**config.mk**
```make
export PLATFORM = sky130hd
export DESIGN_NAME = mfm_field_fsm
export DESIGN_NICKNAME = d
export VERILOG_FILES = /design/src/rtl/mfm_sync_pkg.sv /design/src/rtl/mfm_field_fsm.sv
export SDC_FILE = /design/constraint.sdc
export NUM_CORES = 1
export LEC_CHECK = 0
export BUFFER_PORTS_ARGS = -buffer_cell sky130_fd_sc_hd__buf_4
export CORE_MARGIN = 5
export CORE_UTILIZATION = 45
export CTS_BUF_LIST = sky130_fd_sc_hd__clkbuf_4 sky130_fd_sc_hd__clkbuf_8 sky130_fd_sc_hd__clkbuf_16
export DETAILED_ROUTE_END_ITERATION = 16
export GPL_TIMING_DRIVEN = 1
export PLACE_DENSITY_LB_ADDON = 0.08
export SYNTH_ARGS = -nofsm -noshare
export SYNTH_HDL_FRONTEND = slang
export SYNTH_SLANG_ARGS = --single-unit
```
**constraint.sdc**
```tcl
create_clock -name clk -period 2.2 [get_ports clk]
set_input_delay 0.66 -clock clk [delete_from_list [all_inputs] [get_ports clk]]
set_output_delay 0.66 -clock clk [all_outputs]
set_load 0.005 [all_outputs]
```
**src/rtl/mfm_sync_pkg.sv**
```systemverilog
package mfm_sync_pkg;

  localparam logic [15:0] SYNC_SLOTS = 16'h4489;
  localparam logic [7:0]  SYNC_BYTE  = 8'hA1;
  localparam logic [7:0]  MARK_ID    = 8'hFE;
  localparam logic [7:0]  MARK_DATA  = 8'hFB;
  localparam logic [7:0]  ID_TAG     = 8'h02;
  localparam logic [15:0] CRC_POLY   = 16'h1021;
  localparam logic [15:0] CRC_PRESET = 16'hFFFF;

  typedef enum logic [1:0] {
    ST_HUNT = 2'd0,
    ST_SYNC = 2'd1,
    ST_ID   = 2'd2,
    ST_DATA = 2'd3
  } det_state_e;

  typedef enum logic [1:0] {
    MK_NONE = 2'd0,
    MK_ID   = 2'd1,
    MK_DATA = 2'd2
  } mark_kind_e;

  // Whole-byte CRC update, byte folded into the high half first.
  function automatic logic [15:0] crc16_step(input logic [15:0] crc, input logic [7:0] b);
    logic [15:0] c;
    c = crc ^ {b, 8'h00};
    for (int i = 0; i < 8; i++) begin
      c = c[15] ? ({c[14:0], 1'b0} ^ CRC_POLY) : {c[14:0], 1'b0};
    end
    return c;
  endfunction

  // Data slots are the even positions of a clock/data slot word.
  function automatic logic [7:0] slot_data_bits(input logic [15:0] slots);
    logic [7:0] d;
    for (int i = 0; i < 8; i++) begin
      d[i] = slots[2*i];
    end
    return d;
  endfunction

  function automatic logic id_out_of_range(input logic [7:0] cyl, input logic [7:0] side,
                                           input logic [7:0] sec, input logic [7:0] tag,
                                           input logic [7:0] max_cyl, input logic [7:0] max_sec);
    return (tag != ID_TAG) || (side > 8'd1) || (cyl > max_cyl) ||
           (sec == 8'd0) || (sec > max_sec);
  endfunction

endpackage

```
**src/rtl/mfm_field_fsm.sv**
```systemverilog
module mfm_field_fsm
  import mfm_sync_pkg::*;
#(
  parameter int DATA_LEN   = 512,
  parameter int ID_LEN     = 4,
  parameter int EDC_LEN    = 2,
  parameter int SYNC_COUNT = 3,
  parameter int MAX_CYL    = 79,
  parameter int MAX_SEC    = 15
) (
  input  logic       clk,
  input  logic       rst_n,
  input  logic       sync_hit,
  input  logic       byte_rdy,
  input  logic [7:0] byte_val,
  input  logic       crc_zero,
  output logic       crc_start,
  output logic       crc_feed,
  output logic [7:0] crc_din,
  output logic       locked,
  output logic       mark_stb,
  output logic [1:0] mark_kind,
  output logic       dat_stb,
  output logic [7:0] dat_byte,
  output logic       fld_done,
  output logic       fld_is_data,
  output logic       crc_good,
  output logic       crc_bad,
  output logic       fmt_err,
  output logic [7:0] id_cyl,
  output logic [7:0] id_side,
  output logic [7:0] id_sec
);
  localparam int ID_TOTAL   = ID_LEN + EDC_LEN;
  localparam int DATA_TOTAL = DATA_LEN + EDC_LEN;
  localparam int IW         = $clog2(DATA_TOTAL + 1);
  localparam logic [IW-1:0] ID_LAST   = IW'(ID_TOTAL - 1);
  localparam logic [IW-1:0] DATA_LAST = IW'(DATA_TOTAL - 1);
  localparam logic [1:0]    SYNC_FULL = 2'(SYNC_COUNT);

  det_state_e    state;
  logic [1:0]    a1_cnt;
  logic [IW-1:0] idx;
  logic [7:0]    sh_cyl, sh_side, sh_sec, sh_tag;
  logic          last_byte;
  logic          run_open;

  assign run_open  = (state == ST_SYNC) && (a1_cnt != SYNC_FULL);
  assign last_byte = ((state == ST_ID) && (idx == ID_LAST)) ||
                     ((state == ST_DATA) && (idx == DATA_LAST));

  always_comb begin
    crc_start = sync_hit && !run_open;
    crc_feed  = (sync_hit && run_open) || (byte_rdy && (state != ST_HUNT));
    crc_din   = sync_hit ? SYNC_BYTE : byte_val;
  end

  assign locked = (state != ST_HUNT);

  always_ff @(posedge clk or negedge rst_n) begin
    if (!rst_n) begin
      state       <= ST_HUNT;
      a1_cnt      <= '0;
      idx         <= '0;
      mark_stb    <= 1'b0;
      mark_kind   <= MK_NONE;
      dat_stb     <= 1'b0;
      dat_byte    <= '0;
      fld_done    <= 1'b0;
      fld_is_data <= 1'b0;
      crc_good    <= 1'b0;
      crc_bad     <= 1'b0;
      fmt_err     <= 1'b0;
      sh_cyl      <= '0;
      sh_side     <= '0;
      sh_sec      <= '0;
      sh_tag      <= '0;
      id_cyl      <= '0;
      id_side     <= '0;
      id_sec      <= '0;
    end else begin
      mark_stb <= 1'b0;
      dat_stb  <= 1'b0;
      fld_done <= 1'b0;
      crc_good <= 1'b0;
      crc_bad  <= 1'b0;
      fmt_err  <= 1'b0;
      if (sync_hit) begin
        state  <= ST_SYNC;
        a1_cnt <= run_open ? a1_cnt + 2'd1 : 2'd1;
      end else if (byte_rdy) begin
        unique case (state)
          ST_HUNT: ;
          ST_SYNC: begin
            idx <= '0;
            if (a1_cnt == SYNC_FULL && byte_val == MARK_ID) begin
              state     <= ST_ID;
              mark_stb  <= 1'b1;
              mark_kind <= MK_ID;
            end else if (a1_cnt == SYNC_FULL && byte_val == MARK_DATA) begin
              state     <= ST_DATA;
              mark_stb  <= 1'b1;
              mark_kind <= MK_DATA;
            end else begin
              state <= ST_HUNT;
            end
          end
          ST_ID, ST_DATA: begin
            dat_stb  <= 1'b1;
            dat_byte <= byte_val;
            idx      <= idx + 1'b1;
            if (state == ST_ID) begin
              if (idx == IW'(0)) sh_cyl  <= byte_val;
              if (idx == IW'(1)) sh_side <= byte_val;
              if (idx == IW'(2)) sh_sec  <= byte_val;
              if (idx == IW'(3)) sh_tag  <= byte_val;
            end
            if (last_byte) begin
              state       <= ST_HUNT;
              fld_done    <= 1'b1;
              fld_is_data <= (state == ST_DATA);
              crc_good    <= crc_zero;
              crc_bad     <= !crc_zero;
              if (state == ST_ID) begin
                fmt_err <= id_out_of_range(sh_cyl, sh_side, sh_sec, sh_tag,
                                           8'(MAX_CYL), 8'(MAX_SEC));
                id_cyl  <= sh_cyl;
                id_side <= sh_side;
                id_sec  <= sh_sec;
              end
            end
          end
          default: state <= ST_HUNT;
        endcase
      end
    end
  end
endmodule

```
==> results.sh <==
export IMPL_run_status="finished clean"
export IMPL_grt_first_pass_wirelength_mm=13.6
export IMPL_num_vias=2563
export IMPL_arrival_ps=1410
export IMPL_finalSetupViolations=0
export IMPL_synth_compound_area_share_pct=5.89
export IMPL_worst_pin_slew_ps=586
export IMPL_wl_met3_um=339
export IMPL_cts_root_buf="clkbuf_8"
export IMPL_postPlaceCellArea_mm2=0.00447
export IMPL_syn_area_mm2=0.00385
export IMPL_p_sw_mw=0.725
export IMPL_clk_pin_slew_ps=90
export IMPL_min_period_ps=2070
export IMPL_layout_drive_gt1_share_pct=41.0
export IMPL_min_path_type="input port to async pin"
export IMPL_wl_met2_mm=4.02
export IMPL_seqPwrFrac_pct=54.7
export IMPL_ant_nets=0
export IMPL_syn_inst=305
export IMPL_synth_distinct_cells=46
export IMPL_required_ps=1540
export IMPL_synth_area_per_cell_um2=12.6
export IMPL_drt_wirelength_per_cell_um=16.9
export IMPL_finalInstanceArea_mm2=0.00468
export IMPL_antenna_cells=0
export IMPL_top_layer_used="met4"
export IMPL_ys_flop_type="dfrtp_1"
export IMPL_nets=396
export IMPL_dr_first_iter_drc_count=79
export IMPL_worstSetupPathType="flip-flop to output pin"
export IMPL_cts_htree_levels=3
export IMPL_power_frac_clock_pct=38.8
export IMPL_grt_overflow_total=0
export IMPL_cts_sinks=87
export IMPL_rsz0062_at_grt="false"
export IMPL_globalplace_congestion=0.789
export IMPL_drc=0
export IMPL_p_leak_nw=2.44
export IMPL_detailedRoute_firstPassIterationCount=4
export IMPL_synth_nets=323
export IMPL_seq_area_frac_synth_pct=56.6
export IMPL_wirelength_met1_mm=3.79
export IMPL_yosys_area_share_simple_pct=13.7
export IMPL_yosysWarnings=0
export IMPL_cts_tree="yes"
export IMPL_die_area_mm2=0.0105
export IMPL_crit_family="flip-flops"
export IMPL_cts_buffers=9
export IMPL_synth_edf_count=0
export IMPL_slew_headroom_pct=60.5
export IMPL_yosys_mux_area_fraction_pct=18.5
export IMPL_synth_seq_cells=87
export IMPL_slowest_delay_ps=410
export IMPL_die_height_um=102
export IMPL_crit_buf_inv=1
export IMPL_cp_cell_sequence="ha_1, nor2_4, a21oi_1, nor2_1, buf_4"
export IMPL_io_pins=65
export IMPL_post_route_period_util_pct=94.0
export IMPL_synth_top_family_by_area="multiplexers"
export IMPL_synth_adder_area_share_pct=1.63
export IMPL_io_buffers=64
export IMPL_dp_hpwl_mm=5.76
export IMPL_fin_skew_ps=5.08
export IMPL_grt_pass1_vias=2654
export IMPL_cts_hold_buf=0
export IMPL_report_final_slew_viol_count=0
export IMPL_hold_viol_final=0
export IMPL_core_mm2=0.00826
export IMPL_cts_resized_gates=0
export IMPL_die_w_um=102
export IMPL_p_sw_share_pct=24.3
export IMPL_worst_skew_pair_late_latency_ps=350
export IMPL_p_int_mw=2.26
export IMPL_synthXorXnorAreaFrac_pct=0.228
export IMPL_ir_drop_mv=0.317
export IMPL_gr_usage_all_layers_pct=16.8
export IMPL_rows=33
export IMPL_wl_mm=8.26
export IMPL_end_kind="output pin"
export IMPL_grt_max_degree=39
export IMPL_cts_setup_buffers=0
export IMPL_area_growth_pct=21.7
export IMPL_maxCapViolCount=0
export IMPL_fmax_mhz=484
export IMPL_async_reset_ff_share_pct=100
export IMPL_crit_path_max_fanout=4
export IMPL_power_frac_comb_pct=6.5
export IMPL_clock_path_buffers=2
export IMPL_powerDensity_mw_per_mm2=637
export IMPL_grt_antenna_before_repair=0
export IMPL_cp_start_kind="flip-flop"
export IMPL_via_per_inst=5.25
export IMPL_initial_utilization_pct=46.6
export IMPL_critPathSlowestCell="dfrtp_1"
export IMPL_final_setup_tns_ps=0
## cells in the final DEF (no fill, tap or decap), drive strengths merged, types with 2 or more instances in the layout
| cell | n |
|---|---|
| and2 | 3 |
| dfrtp | 87 |
| nand4 | 6 |
| o311ai | 2 |
| buf | 75 |
| ha | 5 |
| a21oi | 6 |
| nand2 | 34 |
| nor4 | 7 |
| o21ai | 15 |
| nor2 | 13 |
| a22o | 2 |
| nor3 | 6 |
| o21a | 3 |
| clkbuf | 10 |
| nand3 | 9 |
| or2 | 3 |
| clkinvlp | 2 |
| inv | 11 |
| nand3b | 2 |
| mux2 | 56 |
| nor2b | 6 |
## power groups by stage
stage | clock network, mW | registers [mW] | logic, mW
after floorplan | 0 | 1.66 | 0.0730
after global placement | 0 | 1.66 | 0.190
after detailed placement | 0 | 1.66 | 0.192
after CTS | 1.19 | 1.63 | 0.194
after global routing | 1.25 | 1.63 | 0.219
final | 1.16 | 1.63 | 0.195
## sequential cells by signal (all words and copies together) (netlist names)
| signal | flops |
|---|---|
| sh_cyl | 8 |
| crc_bad | 1 |
| sh_side | 8 |
| dat_byte | 8 |
| a1_cnt | 2 |
| dat_stb | 1 |
| idx | 10 |
| id_sec | 8 |
| crc_good | 1 |
| fld_done | 1 |
| id_side | 8 |
| mark_stb | 1 |
| state | 2 |
| mark_kind | 2 |
| sh_sec | 8 |
| fld_is_data | 1 |
| fmt_err | 1 |
| sh_tag | 8 |
| id_cyl | 8 |
## Yosys cell counts (6+ instances only)
cell type | count | area (µm²)
nor4_1 | 6 | 37.5
clkbuf_1 | 7 | 26.3
a21oi_1 | 6 | 30.0
nand2_1 | 34 | 128
nor2b_1 | 6 | 37.5
nor3_1 | 6 | 30.0
nand4_1 | 6 | 37.5
o21ai_0 | 15 | 75.1
inv_1 | 8 | 30.0
dfrtp_1 | 87 | 2180
mux2_2 | 37 | 417
mux2_4 | 19 | 285
nor2_1 | 13 | 48.8
## worst register-to-register path, cell delays in order (launching register included)
cell	delay, ps
dfrtp_1	450
nor4_4	360
and4b_1	380
nand3_2	250
mux2_2	340
## metrics by stage
stage / cells / utilization, % / hold WS (ps) / setup WS (ps) / power (mW)
floorplan: 305 / - / 364 / 233 / 1.73
global placement: 472 / 54.1 / 466 / 104 / 1.85
detailed placement: 472 / 54.1 / 464 / 94.8 / 1.85
CTS: 488 / 56.6 / 281 / 8.83 / 3.01
global route: 488 / 56.7 / 301 / 5.70 / 3.11
finish: 488 / 56.7 / 270 / 133 / 2.98
## metal layers
| metal | track usage [%] | up-vias |
|---|---|---|
| met2 | 27.7 | 45 |
| met5 | 0 | - |
| met3 | 3.07 | 11 |
| met1 | 22.6 | 1279 |
| li1 | - | 1228 |
| met4 | 5.55 | 0 |
## cells by family (layout without fill, tap and decap cells)
kind of cell	after synthesis	after routing
flops	87	87
fa+ha+maj	5	5
compound gates	36	36
xor+xnor	1	1
buf+inv	22	100
mux	57	57
simple gates	97	97
## final timing paths
check | start | to | slack, ps | cells past startpoint
worst max-delay path | a1_cnt[0] | crc_feed | 130 | 5
worst min-delay path | rst_n | id_cyl[1] | 270 | 1
worst max register to register | idx[3] | sh_cyl[5] | 310 | 4
worst min register to register | dat_byte[2] | dat_byte[2] | 480 | 2
max in group asynchronous | rst_n | sh_sec[4] | 1400 | 2
min in group clk | crc_zero | crc_bad | 470 | 2
## final cells by class
type | count | area [µm²]
clock buffer | 10 | 138
clock inverter | 6 | 67.6
fill | 735 | 3580
inverter | 9 | 33.8
multi-input combinational | 196 | 1550
sequential | 87 | 2180
tap | 105 | 131
timing repair buffer | 75 | 588
No activity file was read; power rests on OpenSTA's default activity.
